[src/rtl/gpt_pkg.sv]
package gpt_pkg;
  typedef enum logic [2:0] {
    FLD_CTRL = 3'd0,
    FLD_MODE = 3'd1,
    FLD_REF  = 3'd2,
    FLD_CNT  = 3'd3,
    FLD_EVT  = 3'd4,
    FLD_PSC  = 3'd5
  } fld_e;

  typedef enum logic [1:0] {
    SRC_CASCADE = 2'b00,
    SRC_INT     = 2'b01,
    SRC_SLOW    = 2'b10,
    SRC_NONE    = 2'b11
  } src_e;

  localparam int MODE_SRC_LSB     = 1;
  localparam int MODE_RESTART_BIT = 3;
  localparam int MODE_IE_BIT      = 4;
  localparam int MODE_SEC_LSB     = 8;
  localparam int EVT_REF_BIT      = 1;
endpackage

[src/rtl/gpt_prescale.sv]
module gpt_prescale
  import gpt_pkg::*;
#(
  parameter int PRE_W    = 8,
  parameter int SLOW_DIV = 16
) (
  input  logic             clk,
  input  logic             rst_n,
  input  logic             hold,
  input  logic             reload,
  input  logic             run,
  input  logic [1:0]       src,
  input  logic [PRE_W-1:0] pri,
  input  logic [PRE_W-1:0] sec,
  output logic             tick
);
  localparam int SW = (SLOW_DIV > 1) ? $clog2(SLOW_DIV) : 1;
  localparam logic [SW-1:0] SLOW_LAST = SW'(SLOW_DIV - 1);

  logic [SW-1:0]    slow_q, slow_d;
  logic [PRE_W-1:0] p_q, p_d, s_q, s_d;
  logic             base_en, p_wrap, s_wrap, zero;

  always_comb begin
    zero    = hold | reload;
    base_en = run && ((src == SRC_INT) || ((src == SRC_SLOW) && (slow_q == SLOW_LAST)));
    p_wrap  = (p_q == pri);
    s_wrap  = (s_q == sec);
    tick    = base_en && p_wrap && s_wrap;
    slow_d  = slow_q;
    p_d     = p_q;
    s_d     = s_q;
    if (zero) begin
      slow_d = '0;
      p_d    = '0;
      s_d    = '0;
    end else begin
      if (run && (src == SRC_SLOW)) slow_d = (slow_q == SLOW_LAST) ? '0 : slow_q + 1'b1;
      if (base_en) begin
        p_d = p_wrap ? '0 : p_q + 1'b1;
        if (p_wrap) s_d = s_wrap ? '0 : s_q + 1'b1;
      end
    end
  end

  always_ff @(posedge clk or negedge rst_n) begin
    if (!rst_n) begin
      slow_q <= '0;
      p_q    <= '0;
      s_q    <= '0;
    end else begin
      slow_q <= slow_d;
      p_q    <= p_d;
      s_q    <= s_d;
    end
  end


  prescale_freeze_chk: assert property (@(posedge clk) disable iff (!rst_n)
    (!run && !zero) |=> ($stable(p_q) && $stable(s_q)));


  prescale_rollover_chk: assert property (@(posedge clk) disable iff (!rst_n)
    (tick && !zero) |=> ((p_q == '0) && (s_q == '0)));
endmodule

[src/rtl/gpt_channel.sv]
module gpt_channel
  import gpt_pkg::*;
#(
  parameter int CNT_W    = 16,
  parameter int PRE_W    = 8,
  parameter int SLOW_DIV = 16
) (
  input  logic             clk,
  input  logic             rst_n,
  input  logic             released,
  input  logic             stop,
  input  logic             we,
  input  logic [2:0]       fld,
  input  logic [CNT_W-1:0] wdata,
  output logic [CNT_W-1:0] rdata,
  output logic             irq
);
  logic [1:0]       src_q, src_d;
  logic             restart_q, restart_d, ie_q, ie_d, evt_q, evt_d;
  logic [PRE_W-1:0] sec_q, sec_d, pri_q, pri_d;
  logic [CNT_W-1:0] ref_q, ref_d, cnt_q, cnt_d;
  logic             hold, run, reload, tick, match;
  logic             wr_mode, wr_ref, wr_cnt, wr_evt, wr_psc;

  gpt_prescale #(.PRE_W(PRE_W), .SLOW_DIV(SLOW_DIV)) u_psc (
    .clk(clk), .rst_n(rst_n), .hold(hold), .reload(reload), .run(run),
    .src(src_q), .pri(pri_q), .sec(sec_q), .tick(tick)
  );

  always_comb begin
    hold    = !released;
    run     = released && !stop;
    wr_mode = we && (fld == FLD_MODE);
    wr_ref  = we && (fld == FLD_REF);
    wr_cnt  = we && (fld == FLD_CNT);
    wr_evt  = we && (fld == FLD_EVT);
    wr_psc  = we && (fld == FLD_PSC);
    reload  = wr_mode | wr_psc;
    match   = tick && (cnt_q == ref_q);

    src_d     = wr_mode ? wdata[MODE_SRC_LSB +: 2]     : src_q;
    restart_d = wr_mode ? wdata[MODE_RESTART_BIT]      : restart_q;
    ie_d      = wr_mode ? wdata[MODE_IE_BIT]           : ie_q;
    sec_d     = wr_mode ? wdata[MODE_SEC_LSB +: PRE_W] : sec_q;
    pri_d     = wr_psc  ? wdata[PRE_W-1:0]             : pri_q;
    ref_d     = wr_ref  ? wdata                        : ref_q;

    if (hold)                    cnt_d = '0;
    else if (wr_cnt)             cnt_d = wdata;
    else if (match && restart_q) cnt_d = '0;
    else if (tick)               cnt_d = cnt_q + 1'b1;
    else                         cnt_d = cnt_q;

    evt_d = match | (evt_q & ~(wr_evt & wdata[EVT_REF_BIT]));

    rdata = '0;
    case (fld)
      FLD_MODE: begin
        rdata[MODE_SRC_LSB +: 2]     = src_q;
        rdata[MODE_RESTART_BIT]      = restart_q;
        rdata[MODE_IE_BIT]           = ie_q;
        rdata[MODE_SEC_LSB +: PRE_W] = sec_q;
      end
      FLD_REF: rdata = ref_q;
      FLD_CNT: rdata = cnt_q;
      FLD_EVT: rdata[EVT_REF_BIT] = evt_q;
      FLD_PSC: rdata[PRE_W-1:0] = pri_q;
      default: rdata = '0;
    endcase
    irq = evt_q & ie_q;
  end

  always_ff @(posedge clk or negedge rst_n) begin
    if (!rst_n) begin
      src_q     <= '0;
      restart_q <= 1'b0;
      ie_q      <= 1'b0;
      sec_q     <= '0;
      pri_q     <= '0;
      ref_q     <= '0;
      cnt_q     <= '0;
      evt_q     <= 1'b0;
    end else begin
      src_q     <= src_d;
      restart_q <= restart_d;
      ie_q      <= ie_d;
      sec_q     <= sec_d;
      pri_q     <= pri_d;
      ref_q     <= ref_d;
      cnt_q     <= cnt_d;
      evt_q     <= evt_d;
    end
  end


  restart_wrap_chk: assert property (@(posedge clk) disable iff (!rst_n)
    (match && restart_q && released && !wr_cnt) |=> (cnt_q == '0));


  free_step_chk: assert property (@(posedge clk) disable iff (!rst_n)
    (tick && !restart_q && released && !wr_cnt) |=> (cnt_q == CNT_W'($past(cnt_q) + 1'b1)));


  set_wins_chk: assert property (@(posedge clk) disable iff (!rst_n)
    match |=> evt_q);


  hold_zero_chk: assert property (@(posedge clk) disable iff (!rst_n)
    !released |=> (cnt_q == '0));


  stop_freeze_chk: assert property (@(posedge clk) disable iff (!rst_n)
    (released && stop && !wr_cnt) |=> $stable(cnt_q));
endmodule

[src/rtl/gpt_pair.sv]
module gpt_pair
  import gpt_pkg::*;
#(
  parameter int CNT_W    = 16,
  parameter int PRE_W    = 8,
  parameter int SLOW_DIV = 16
) (
  input  logic             clk,
  input  logic             rst_n,
  input  logic             bus_wr,
  input  logic [3:0]       bus_addr,
  input  logic [CNT_W-1:0] bus_wdata,
  output logic [CNT_W-1:0] bus_rdata,
  output logic [1:0]       irq
);
  localparam int NTMR   = 2;
  localparam int CTRL_W = 4 * NTMR;

  logic [CTRL_W-1:0] ctrl_q, ctrl_d;
  logic [2:0]        fld;
  logic              sel;
  logic [CNT_W-1:0]  chan_rd [NTMR];

  always_comb begin
    fld    = bus_addr[2:0];
    sel    = bus_addr[3];
    ctrl_d = (bus_wr && (bus_addr == 4'd0)) ? bus_wdata[CTRL_W-1:0] : ctrl_q;
    if (fld == FLD_CTRL) bus_rdata = sel ? '0 : CNT_W'(ctrl_q);
    else                 bus_rdata = chan_rd[sel];
  end

  always_ff @(posedge clk or negedge rst_n) begin
    if (!rst_n) ctrl_q <= '0;
    else        ctrl_q <= ctrl_d;
  end

  for (genvar t = 0; t < NTMR; t++) begin : g_tmr
    logic ch_we;
    assign ch_we = bus_wr && (sel == 1'(t)) && (fld != FLD_CTRL);
    gpt_channel #(.CNT_W(CNT_W), .PRE_W(PRE_W), .SLOW_DIV(SLOW_DIV)) u_ch (
      .clk(clk), .rst_n(rst_n),
      .released(ctrl_q[4*t]), .stop(ctrl_q[4*t+1]),
      .we(ch_we), .fld(fld), .wdata(bus_wdata),
      .rdata(chan_rd[t]), .irq(irq[t])
    );
  end


  ctrl_stable_chk: assert property (@(posedge clk) disable iff (!rst_n)
    (bus_wr && (bus_addr != 4'd0)) |=> $stable(ctrl_q));
endmodule

[config.mk]
export PLATFORM = sky130hd
export DESIGN_NAME = gpt_pair
export DESIGN_NICKNAME = d
export VERILOG_FILES = /design/src/rtl/gpt_pkg.sv /design/src/rtl/gpt_prescale.sv /design/src/rtl/gpt_channel.sv /design/src/rtl/gpt_pair.sv
export SDC_FILE = /design/constraint.sdc
export NUM_CORES = 1
export LEC_CHECK = 0
export BUFFER_PORTS_ARGS = -buffer_cell sky130_fd_sc_hd__buf_4
export CAP_MARGIN = 10
export CORE_MARGIN = 10
export CORE_UTILIZATION = 55
export DETAILED_ROUTE_END_ITERATION = 10
export MAX_ROUTING_LAYER = met4
export PLACE_DENSITY = 0.75
export SLEW_MARGIN = 15
export SYNTH_ARGS = -nofsm -noshare
export SYNTH_HDL_FRONTEND = slang
export SYNTH_SLANG_ARGS = --single-unit
[constraint.sdc]
create_clock -name clk -period 3 [get_ports clk]
set_input_delay 0.75 -clock clk [delete_from_list [all_inputs] [get_ports clk]]
set_output_delay 0.75 -clock clk [all_outputs]
set_load 0.01 [all_outputs]
==> flow_metrics.py, run 1 <==
metrics = {
    "yosys": {
        "syn_area_per_cell_sq_um": 9.55,
        "async_flop_share_pct": 100,
        "postSynthCellCount": 983,
        "synth-seq-cells": 154,
        "syn_nets": 1015,
        "synth_seq_area_share_pct": 41.1,
        "syn_area_sq_um": 9380,
        "yosysWarningCount": 0,
        "synth_edf_count": 0,
        "ys.flop_type": "dfrtp_1",
        "synth_cell_type_count": 65,
    },
    "detailed_routing": {
        "vias_per_cell": 6.44,
        "num_vias": 8137,
        "wl_per_cell_microns": 21.2,
        "first_pass_iters": 6,
        "drt-total-wl_microns": 26800,
        "drtIter0Drc": 851,
        "drc": 0,
        "antenna_left": 0,
    },
    "die": {
        "dieArea_sq_um": 22700,
        "fp-row-count": 47,
        "die_w_microns": 151,
        "io_pins": 41,
        "initial_utilization_pct": 56.4,
        "core_area_sq_um": 16600,
        "die_h_microns": 151,
    },
    "place": {
        "gp_congestion": 0.970,
        "place_area_sq_um": 10100,
        "hpwl_microns": 19000,
        "io_buffers": 40,
    },
    "clocking": {
        "cts_root_buffer": "clkbuf_16",
        "ctsLongestPathBuffers": 2,
        "cts.sinks": 154,
        "cts_tree": "built",
        "clock_latency_ns": 0.44,
        "numCtsBuffers": 17,
        "holdBufCountCts": 0,
        "clkTransAtPathRegs_ns": 0.06,
        "cts_max_level": 4,
    },
    "sta": {
        "final.setup.tns_ns": 0,
        "fmax_mhz": 347,
        "relSlewSlack_pct": 29.7,
        "period_share_pct": 96.0,
        "setup_violations": 0,
        "hold_viol_final": 0,
        "min_period_ns": 2.88,
        "rsz0062_at_grt": "false",
        "slew_viol_final": 0,
        "skew_ns": 0.00740,
        "worstMarginPinSlew_ns": 1.05,
        "hold_slack_ns": 0.336,
    },
    "finish": {
        "fin_area_sq_um": 10600,
        "syn_to_final_growth_pct": 13.4,
        "nets": 1062,
        "layout-drive-gt1-share_pct": 21.3,
        "antennaDiodeCount": 0,
        "final_util_pct": 64.0,
        "final_cell_mix": "154 x dfrtp_1, 85 x buf_4, 82 x mux2_2",
        "final_common_cell": "dfrtp_1",
    },
    "flow_run": {
        "drv_cap": 0,
    },
    "global_route": {
        "grt_pass1_vias": 7807,
        "grt_overflow": 0,
        "gr-usage-all-layers_pct": 24.8,
        "antenna_found_initial": 0,
        "grt_max_degree": 73,
        "grt_pass1_wl_microns": 42900,
    },
    "power_and_ir_drop": {
        "power-per-cell-area_nw_per_um2": 546,
        "peakVddDrop_mv": 0.618,
        "power_w": 0.00581,
        "leakagePower_nw": 4.48,
    },
    "min_path": {
        "hold_path.class": "in2async",
    },
    "critical_path": {
        "r2r-start": "g_tmr[1].u_ch.u_psc.slow_q[0]",
        "criticalPathCategory": "in2out",
        "worstPathRequired_ns": 2.25,
        "cp_max_fo": 17,
        "r2r_setup_slack_ns": 0.25,
        "crit_start": "bus_addr[0]",
        "r2r-end": "g_tmr[1].u_ch.cnt_q[13]",
        "endpoint": "bus_rdata[10]",
        "r2r_cells": 9,
        "startpoint_type": "input pin",
        "critPathArrivalTime_ns": 2.13,
        "end_kind": "output pin",
    },
    "status": {
        "status": "completed",
    },
}
-- registers in the layout, summed over array words and instances (netlist names) --
| signal | flops |
|---|---|
| g_tmr.u_ch.ref_q | 32 |
| g_tmr.u_ch.restart_q | 2 |
| g_tmr.u_ch.u_psc.slow_q | 8 |
| g_tmr.u_ch.cnt_q | 32 |
| g_tmr.u_ch.evt_q | 2 |
| g_tmr.u_ch.sec_q | 16 |
| g_tmr.u_ch.ie_q | 2 |
| g_tmr.u_ch.pri_q | 16 |
| g_tmr.u_ch.src_q | 4 |
| ctrl_q | 8 |
| g_tmr.u_ch.u_psc.p_q | 16 |
| g_tmr.u_ch.u_psc.s_q | 16 |
-- cell type report --
cell class	instances	area [sq um]
fill	1369	6000
multi-input combinational	756	5240
sequential	154	3850
timing repair buffer	88	689
clock buffer	19	443
tap	220	275
clock inverter	13	95.1
inverter	13	48.8
-- critical path, stage by stage --
cell     delay (ns)
buf_4          0.21
buf_4          0.31
mux2i_1        0.15
o21ai_0        0.25
a21oi_1        0.11
nor3_1         0.19
buf_4          0.15
-- synthesized netlist by cell type (10+ instances only) --
master | count | area (sq um)
nand2_1 | 80 | 300
mux2i_1 | 24 | 240
a21oi_1 | 58 | 290
xor2_1 | 35 | 307
buf_2 | 12 | 60.1
o21ai_0 | 61 | 305
mux2_2 | 82 | 923
xnor2_1 | 44 | 385
dfrtp_1 | 154 | 3850
a22oi_1 | 10 | 75.1
nand4_1 | 16 | 100
nand3_1 | 25 | 125
or3_1 | 11 | 68.8
and3_1 | 18 | 113
a31oi_1 | 12 | 75.1
and2_1 | 18 | 113
inv_1 | 13 | 48.8
nor2_1 | 58 | 218
nand3b_1 | 12 | 90.1
o22ai_1 | 14 | 87.6
clkbuf_1 | 40 | 150
nor3_1 | 22 | 110
-- metrics by stage --
stage,setup WS [ns],instances
2_1_floorplan,0.244,983
3_3_place_gp,0.104,1231
3_5_place_dp,0.119,1231
4_1_cts,0.119,1263
5_1_grt,0.00975,1263
6_report,0.121,1263
-- worst min path at each step --
stage / startpoint / to / slack (ns) / cells after the start
after floorplan: rst_n / ctrl_q[0] / 0.45 / 0
after global placement: ctrl_q[7] / ctrl_q[7] / 0.49 / 1
after detailed placement: ctrl_q[2] / ctrl_q[2] / 0.50 / 1
after CTS: rst_n / g_tmr[0].u_ch.u_psc.p_q[5] / 0.36 / 1
after global routing: rst_n / g_tmr[0].u_ch.u_psc.p_q[5] / 0.37 / 1
final: rst_n / g_tmr[0].u_ch.u_psc.p_q[3] / 0.34 / 1
-- cell families after synthesis --
group                      count (synthesis)  synth area share [%]
DFF                                      154                  41.1
AOI/OAI and AO/OA                        242                  16.3
adders and majority gates                  9                  1.20
xor gates and xnor gates                  79                  7.37
and+or+nand+nor                          320                  18.2
muxes                                    106                  12.4
buffers and inverters                     73                  3.40
-- repair_timing --
action                     4_1_cts  5_1_grt
setup buffers                    0        0
gates resized for setup          0        9
setup endpoints to repair        0       10
-- metal layers --
metal / part of all wire, % / vias up / GRT usage [%]
met5: 0 / - / -
met4: 1.9 / 0 / 7.75
met3: 7.9 / 42 / 4.89
met2: 46 / 340 / 37.1
met1: 44 / 4050 / 33.3
li1: - / 3705 / -
-- report_power, final --
part	switching (W)	total, W	leakage [nW]	internal (W)
Clock	0.000897	0.00198	0.248	0.00108
Sequential	0.000301	0.00265	2.01	0.00234
Combinational	0.000623	0.00119	2.23	0.000562
Total	0.00182	0.00581	4.48	0.00399
No activity file was read; power rests on OpenSTA's default activity.
==> inputs of run 2 (changes only) <==
Settings changed: CORE_ASPECT_RATIO set to 1.4.
==> run 2 against run 1 <==
Net effect:
- cell count down 1.4%
- global-route usage increased by 0.11 points
- core utilization fell by 0.26 points
- count of clock-buffer cells in the layout is 2 higher
- highest routed layer unchanged
==> flow_metrics.py, run 2 (synthesis gave the netlist of run 1 again) <==
metrics = {
    "critical_path": {
        "cp_slowest_stage_delay_ns": 0.31,
        "path_cells": "buf_4 -> buf_4 -> nor2b_1 -> buf_4 -> a22o_1 -> a221oi_1 -> o21ai_0 -> buf_4",
        "startpoint_type": "input pin",
        "critPathArrivalTime_ns": 2.20,
        "cp_max_fo": 10,
        "crit_top_cell": "buf_4",
        "end_kind": "output pin",
        "crit_buf_inv": 4,
        "slowest_stage": "a221oi_1",
        "path_delay_family": "compound AO/OA/AOI/OAI gates",
        "worstPathRequired_ns": 2.25,
        "criticalPathCategory": "in2out",
    },
    "clocking": {
        "clkTransAtPathRegs_ns": 0.07,
        "numCtsBuffers": 17,
        "cts.sinks": 154,
        "postCtsSetupRepairBufs": 0,
        "ctsLongestPathBuffers": 2,
        "cts_max_level": 4,
        "cts_tree": "built",
        "cts_root_buffer": "clkbuf_16",
        "clock_latency_ns": 0.45,
    },
    "global_route": {
        "grt_overflow": 0,
        "grt_max_degree": 50,
        "grt_pass1_vias": 7904,
        "antenna_found_initial": 0,
        "grt_pass1_wl_microns": 43200,
        "gr-usage-all-layers_pct": 24.9,
    },
    "finish": {
        "antennaDiodeCount": 0,
        "layout-drive-gt1-share_pct": 20.8,
        "nets": 1061,
        "reg_top3": "g_tmr.u_ch.cnt_q (32), g_tmr.u_ch.ref_q (32)",
        "final_common_cell": "dfrtp_1",
        "syn_to_final_growth_pct": 13.7,
        "final_cell_mix": "154 x dfrtp_1, 82 x mux2_2, 82 x buf_4",
    },
    "place": {
        "hpwl_microns": 19200,
        "io_buffers": 40,
        "gp_congestion": 0.946,
    },
    "die": {
        "io_pins": 41,
        "die_w_microns": 130,
        "core_area_sq_um": 16700,
        "initial_utilization_pct": 56.0,
        "fp-row-count": 56,
        "dieArea_sq_um": 22800,
        "die_h_microns": 175,
    },
    "detailed_routing": {
        "antenna_left": 0,
        "first_pass_iters": 5,
        "drtIter0Drc": 1004,
        "num_vias": 8114,
        "drc": 0,
        "drt-total-wl_microns": 26900,
        "vias_per_cell": 6.52,
        "wl_per_cell_microns": 21.6,
    },
    "sta": {
        "rsz0062_at_grt": "false",
        "relSlewSlack_pct": 35.6,
        "period_share_pct": 98.3,
        "final.setup.tns_ns": 0,
        "skew_ns": 0.0108,
        "setup_violations": 0,
        "slew_viol_final": 0,
        "worstMarginPinSlew_ns": 0.959,
        "hold_viol_final": 0,
        "fmax_mhz": 339,
        "min_period_ns": 2.95,
    },
    "min_path": {
        "hold_path.class": "in2async",
    },
    "power_and_ir_drop": {
        "power.internal_w": 0.00413,
        "leakagePower_nw": 4.51,
        "power-per-cell-area_nw_per_um2": 560,
        "p_switching_w": 0.00185,
        "switching_share_pct": 30.9,
        "combPwrFrac_pct": 19.8,
        "power_w": 0.00597,
        "peakVddDrop_mv": 0.411,
        "seq_power_share_pct": 44.4,
        "clkPwrFrac_pct": 35.8,
    },
    "flow_run": {
        "drv_cap": 0,
    },
    "status": {
        "status": "completed",
    },
}
[run 2: cell types whose count changed in the layout (fill, tap and decap cells not counted), sizes merged]
| cell | before | now |
|---|---|---|
| clkinv | 5 | 2 |
| clkbuf | 19 | 21 |
| clkinvlp | 6 | 4 |
| inv | 15 | 17 |
| buf | 88 | 87 |
| bufinv | 0 | 1 |
[run 2: power by group through the flow]
stage	clock (W)	combinational [W]	sequential, W
final	0.00214	0.00118	0.00265
after global routing	0.00224	0.00129	0.00268
after CTS	0.00215	0.00118	0.00265
after detailed placement	0	0.00117	0.00268
after global placement	0	0.00114	0.00267
after floorplan	0	0.000806	0.00256
[run 2: layout make-up]
class / count / area [sq um]
inverters: 13 / 48.8
clock inverters: 11 / 109
multi-input cells: 756 / 5220
well taps: 203 / 254
fillers: 1366 / 6080
repair buffers: 87 / 707
clock buffers: 21 / 470
flip-flops and latches: 154 / 3850
[run 2: routing by layer]
layer | vias to the layer above | routed length [microns] | GRT usage (%)
met5 | - | 0 | -
met4 | 0 | 1290 | 13.0
met3 | 89 | 1530 | 3.68
met2 | 344 | 13600 | 40.3
met1 | 3982 | 10600 | 29.3
li1 | 3699 | - | -
[run 2: final timing paths]
check,start,end,slack (ns),depth (start not counted)
max,bus_addr[2],bus_rdata[7],0.05,8
min,rst_n,g_tmr[0].u_ch.u_psc.p_q[6],0.23,1
max reg2reg,g_tmr[1].u_ch.cnt_q[10],g_tmr[1].u_ch.cnt_q[6],0.37,7
min reg2reg,ctrl_q[3],ctrl_q[3],0.51,1
max in group asynchronous,rst_n,g_tmr[1].u_ch.cnt_q[10],2.09,2
min in group clk,ctrl_q[3],ctrl_q[3],0.51,1
[run 2: metrics by stage]
step | util, % | setup slack (ns) | instances | hold WS, ns | cell area, sq um
final | 63.7 | 0.0501 | 1245 | 0.226 | 10700
after global routing | 63.7 | 0.00842 | 1245 | 0.266 | 10700
after CTS | 63.7 | 0.0274 | 1245 | 0.244 | 10700
after detailed placement | 60.2 | 0.0936 | 1213 | 0.497 | 10100
after global placement | 60.2 | 0.126 | 1213 | 0.491 | 10100
after floorplan | - | 0.244 | 983 | 0.454 | 9380
[run 2: timing repair]
| action | in CTS | in global routing |
|---|---|---|
| endpoints found under the hold margin | 0 | 0 |
| hold buffers | 0 | 0 |
| endpoints found under the setup margin | 0 | 10 |
| gates resized for setup | 0 | 4 |
==> inputs of run 3 (changes only) <==
--- a/config.mk
+++ b/config.mk
@@ -13,5 +13,5 @@
 export DETAILED_ROUTE_END_ITERATION = 10
 export MAX_ROUTING_LAYER = met4
-export PLACE_DENSITY = 0.75
+export PLACE_DENSITY = 0.72
 export SLEW_MARGIN = 15
 export SYNTH_ARGS = -nofsm -noshare
==> constraint.sdc (replaced) <==
create_clock -name clk -period 3 [get_ports clk]
set_input_delay 0.75 -clock clk [delete_from_list [all_inputs] [get_ports clk]]
set_output_delay 0.75 -clock clk [all_outputs]
set_load 0.1 [all_outputs]
==> run 3 against run 2 <==
Net effect:
- cell count increased by 0.16%
- total power increased by 2.8%
- sequential share of layout area decreased by 0.80 points
- register-to-register slack improved by 0.05 ns
- design area increased by 2.3%
- via count decreased by 2.2%
- clock power about the same
- combinational power increased by 17%
==> flow_metrics.py, run 3 (synthesis gave the netlist of run 1 again) <==
metrics = {
    "sta": {
        "period_share_pct": 98.4,
        "worstMarginPinSlew_ns": 0.849,
        "skew_ns": 0.0108,
        "rsz0062_at_grt": "true",
        "hold_viol_final": 0,
        "slew_viol_final": 0,
        "final.setup.tns_ns": 0,
        "setup_violations": 0,
        "min_period_ns": 2.95,
        "fmax_mhz": 339,
        "relSlewSlack_pct": 43.0,
    },
    "finish": {
        "antennaDiodeCount": 0,
        "n_fill_cell": 1354,
        "reg_top3": "g_tmr.u_ch.cnt_q (32), g_tmr.u_ch.ref_q (32)",
        "stdcell_count": 1247,
        "final_common_cell": "dfrtp_1",
        "multiInputGateArea_sq_um": 5380,
        "final_cell_mix": "154 x dfrtp_1, 82 x mux2_2, 78 x nand2_1",
        "nets": 1063,
        "fin_area_sq_um": 10900,
        "syn_to_final_growth_pct": 16.2,
        "regArea_sq_um": 3850,
        "layout-drive-gt1-share_pct": 23.2,
    },
    "clocking": {
        "cts.sinks": 154,
        "ctsLongestPathBuffers": 2,
        "cts_max_level": 4,
        "numCtsBuffers": 17,
        "clkTransAtPathRegs_ns": 0.06,
        "holdBufCountCts": 0,
        "postCtsSetupRepairBufs": 0,
        "cts_root_buffer": "clkbuf_16",
        "cts_tree": "built",
        "clock_latency_ns": 0.44,
    },
    "flow_run": {
        "drv_cap": 0,
    },
    "die": {
        "initial_utilization_pct": 56.0,
        "dieArea_sq_um": 22800,
        "fp-row-count": 56,
        "io_pins": 41,
        "die_h_microns": 175,
        "die_w_microns": 130,
        "core_area_sq_um": 16700,
    },
    "place": {
        "place_area_sq_um": 10300,
        "gp_congestion": 0.958,
        "hpwl_microns": 19200,
        "io_buffers": 40,
        "dp.cells": 1215,
    },
    "critical_path": {
        "worstPathRequired_ns": 2.25,
        "r2r_cells": 8,
        "end_kind": "output pin",
        "startpoint_type": "input pin",
        "criticalPathCategory": "in2out",
        "r2r_setup_slack_ns": 0.42,
        "critPathArrivalTime_ns": 2.20,
        "r2r-start": "g_tmr[0].u_ch.u_psc.slow_q[0]",
        "crit_start": "bus_addr[1]",
        "r2r-end": "g_tmr[0].u_ch.cnt_q[12]",
        "cp_max_fo": 11,
        "endpoint": "bus_rdata[0]",
    },
    "power_and_ir_drop": {
        "leakagePower_nw": 4.59,
        "peakVddDrop_mv": 0.416,
        "power-per-cell-area_nw_per_um2": 563,
    },
    "global_route": {
        "grt_pass1_vias": 7863,
        "grt_pass1_wl_microns": 42700,
        "gr-usage-all-layers_pct": 24.7,
        "grt_max_degree": 61,
        "grt_overflow": 0,
        "antenna_found_initial": 0,
    },
    "detailed_routing": {
        "drc": 0,
        "antenna_left": 0,
        "num_vias": 7936,
        "vias_per_cell": 6.36,
        "wl_per_cell_microns": 21.4,
        "drt-total-wl_microns": 26700,
        "drtIter0Drc": 793,
        "first_pass_iters": 5,
    },
    "min_path": {
        "hold_path.class": "in2async",
    },
    "status": {
        "status": "completed",
    },
}
[run 3: cell types whose count changed in the layout (fill, tap and decap cells not counted), sizes merged]
| cell | change |
|---|---|
| clkinv | +5 |
| inv | -4 |
| buf | +2 |
| bufinv | +1 |
| clkbuf | -1 |
| clkinvlp | -1 |
[run 3: layout make-up]
cell class,count,share of cell area (%)
multi-input cells,756,49.4
flip-flops and latches,154,35.3
repair buffers,89,7.30
clock buffers,20,4.09
well taps,203,2.33
clock inverters,12,1.15
inverters,13,0.447
[run 3: worst min-delay path by stage]
stage	start	endpoint	cells past startpoint
finish	rst_n	g_tmr[0].u_ch.u_psc.p_q[2]	1
global route	rst_n	g_tmr[0].u_ch.u_psc.p_q[2]	1
CTS	rst_n	g_tmr[0].u_ch.u_psc.p_q[2]	1
detailed placement	ctrl_q[3]	ctrl_q[3]	1
global placement	ctrl_q[3]	ctrl_q[3]	1
floorplan	rst_n	ctrl_q[0]	0
[run 3: metal layers]
metal | share of wire (%) | GRT usage, %
met1 | 40 | 28.6
met2 | 53 | 41.1
met3 | 3.2 | 3.87
met4 | 3.3 | 11.3
met5 | 0 | -
[run 3: per-stage QoR]
stage                     utilization (%)  setup WS, ns  hold WS [ns]  total power (W)
after floorplan                         -        -0.104         0.454          0.00357
after global placement               61.3        0.0159         0.489          0.00399
after detailed placement             61.3        0.0225         0.496          0.00402
after CTS                            64.7       0.00583         0.309          0.00614
after global routing                 65.1      -0.00394         0.325          0.00639
final                                65.1        0.0491         0.283          0.00614
[run 3: repair_timing]
item,CTS,global route
endpoints found under the setup margin,0,14
endpoints found under the hold margin,0,0
resized for setup,0,21
[run 3: report_power, final]
part	internal [W]	total (W)	switching [W]
registers	0.00235	0.00264	0.000295
clock network	0.00124	0.00212	0.000879
logic	0.000594	0.00138	0.000789
[run 3: critical path, stage by stage]
cell      delay [ns]
buf_4           0.14
nor2b_1         0.13
buf_4           0.17
a22o_1          0.24
a221oi_1        0.25
a21oi_1         0.11
a21o_2          0.22
buf_6           0.18
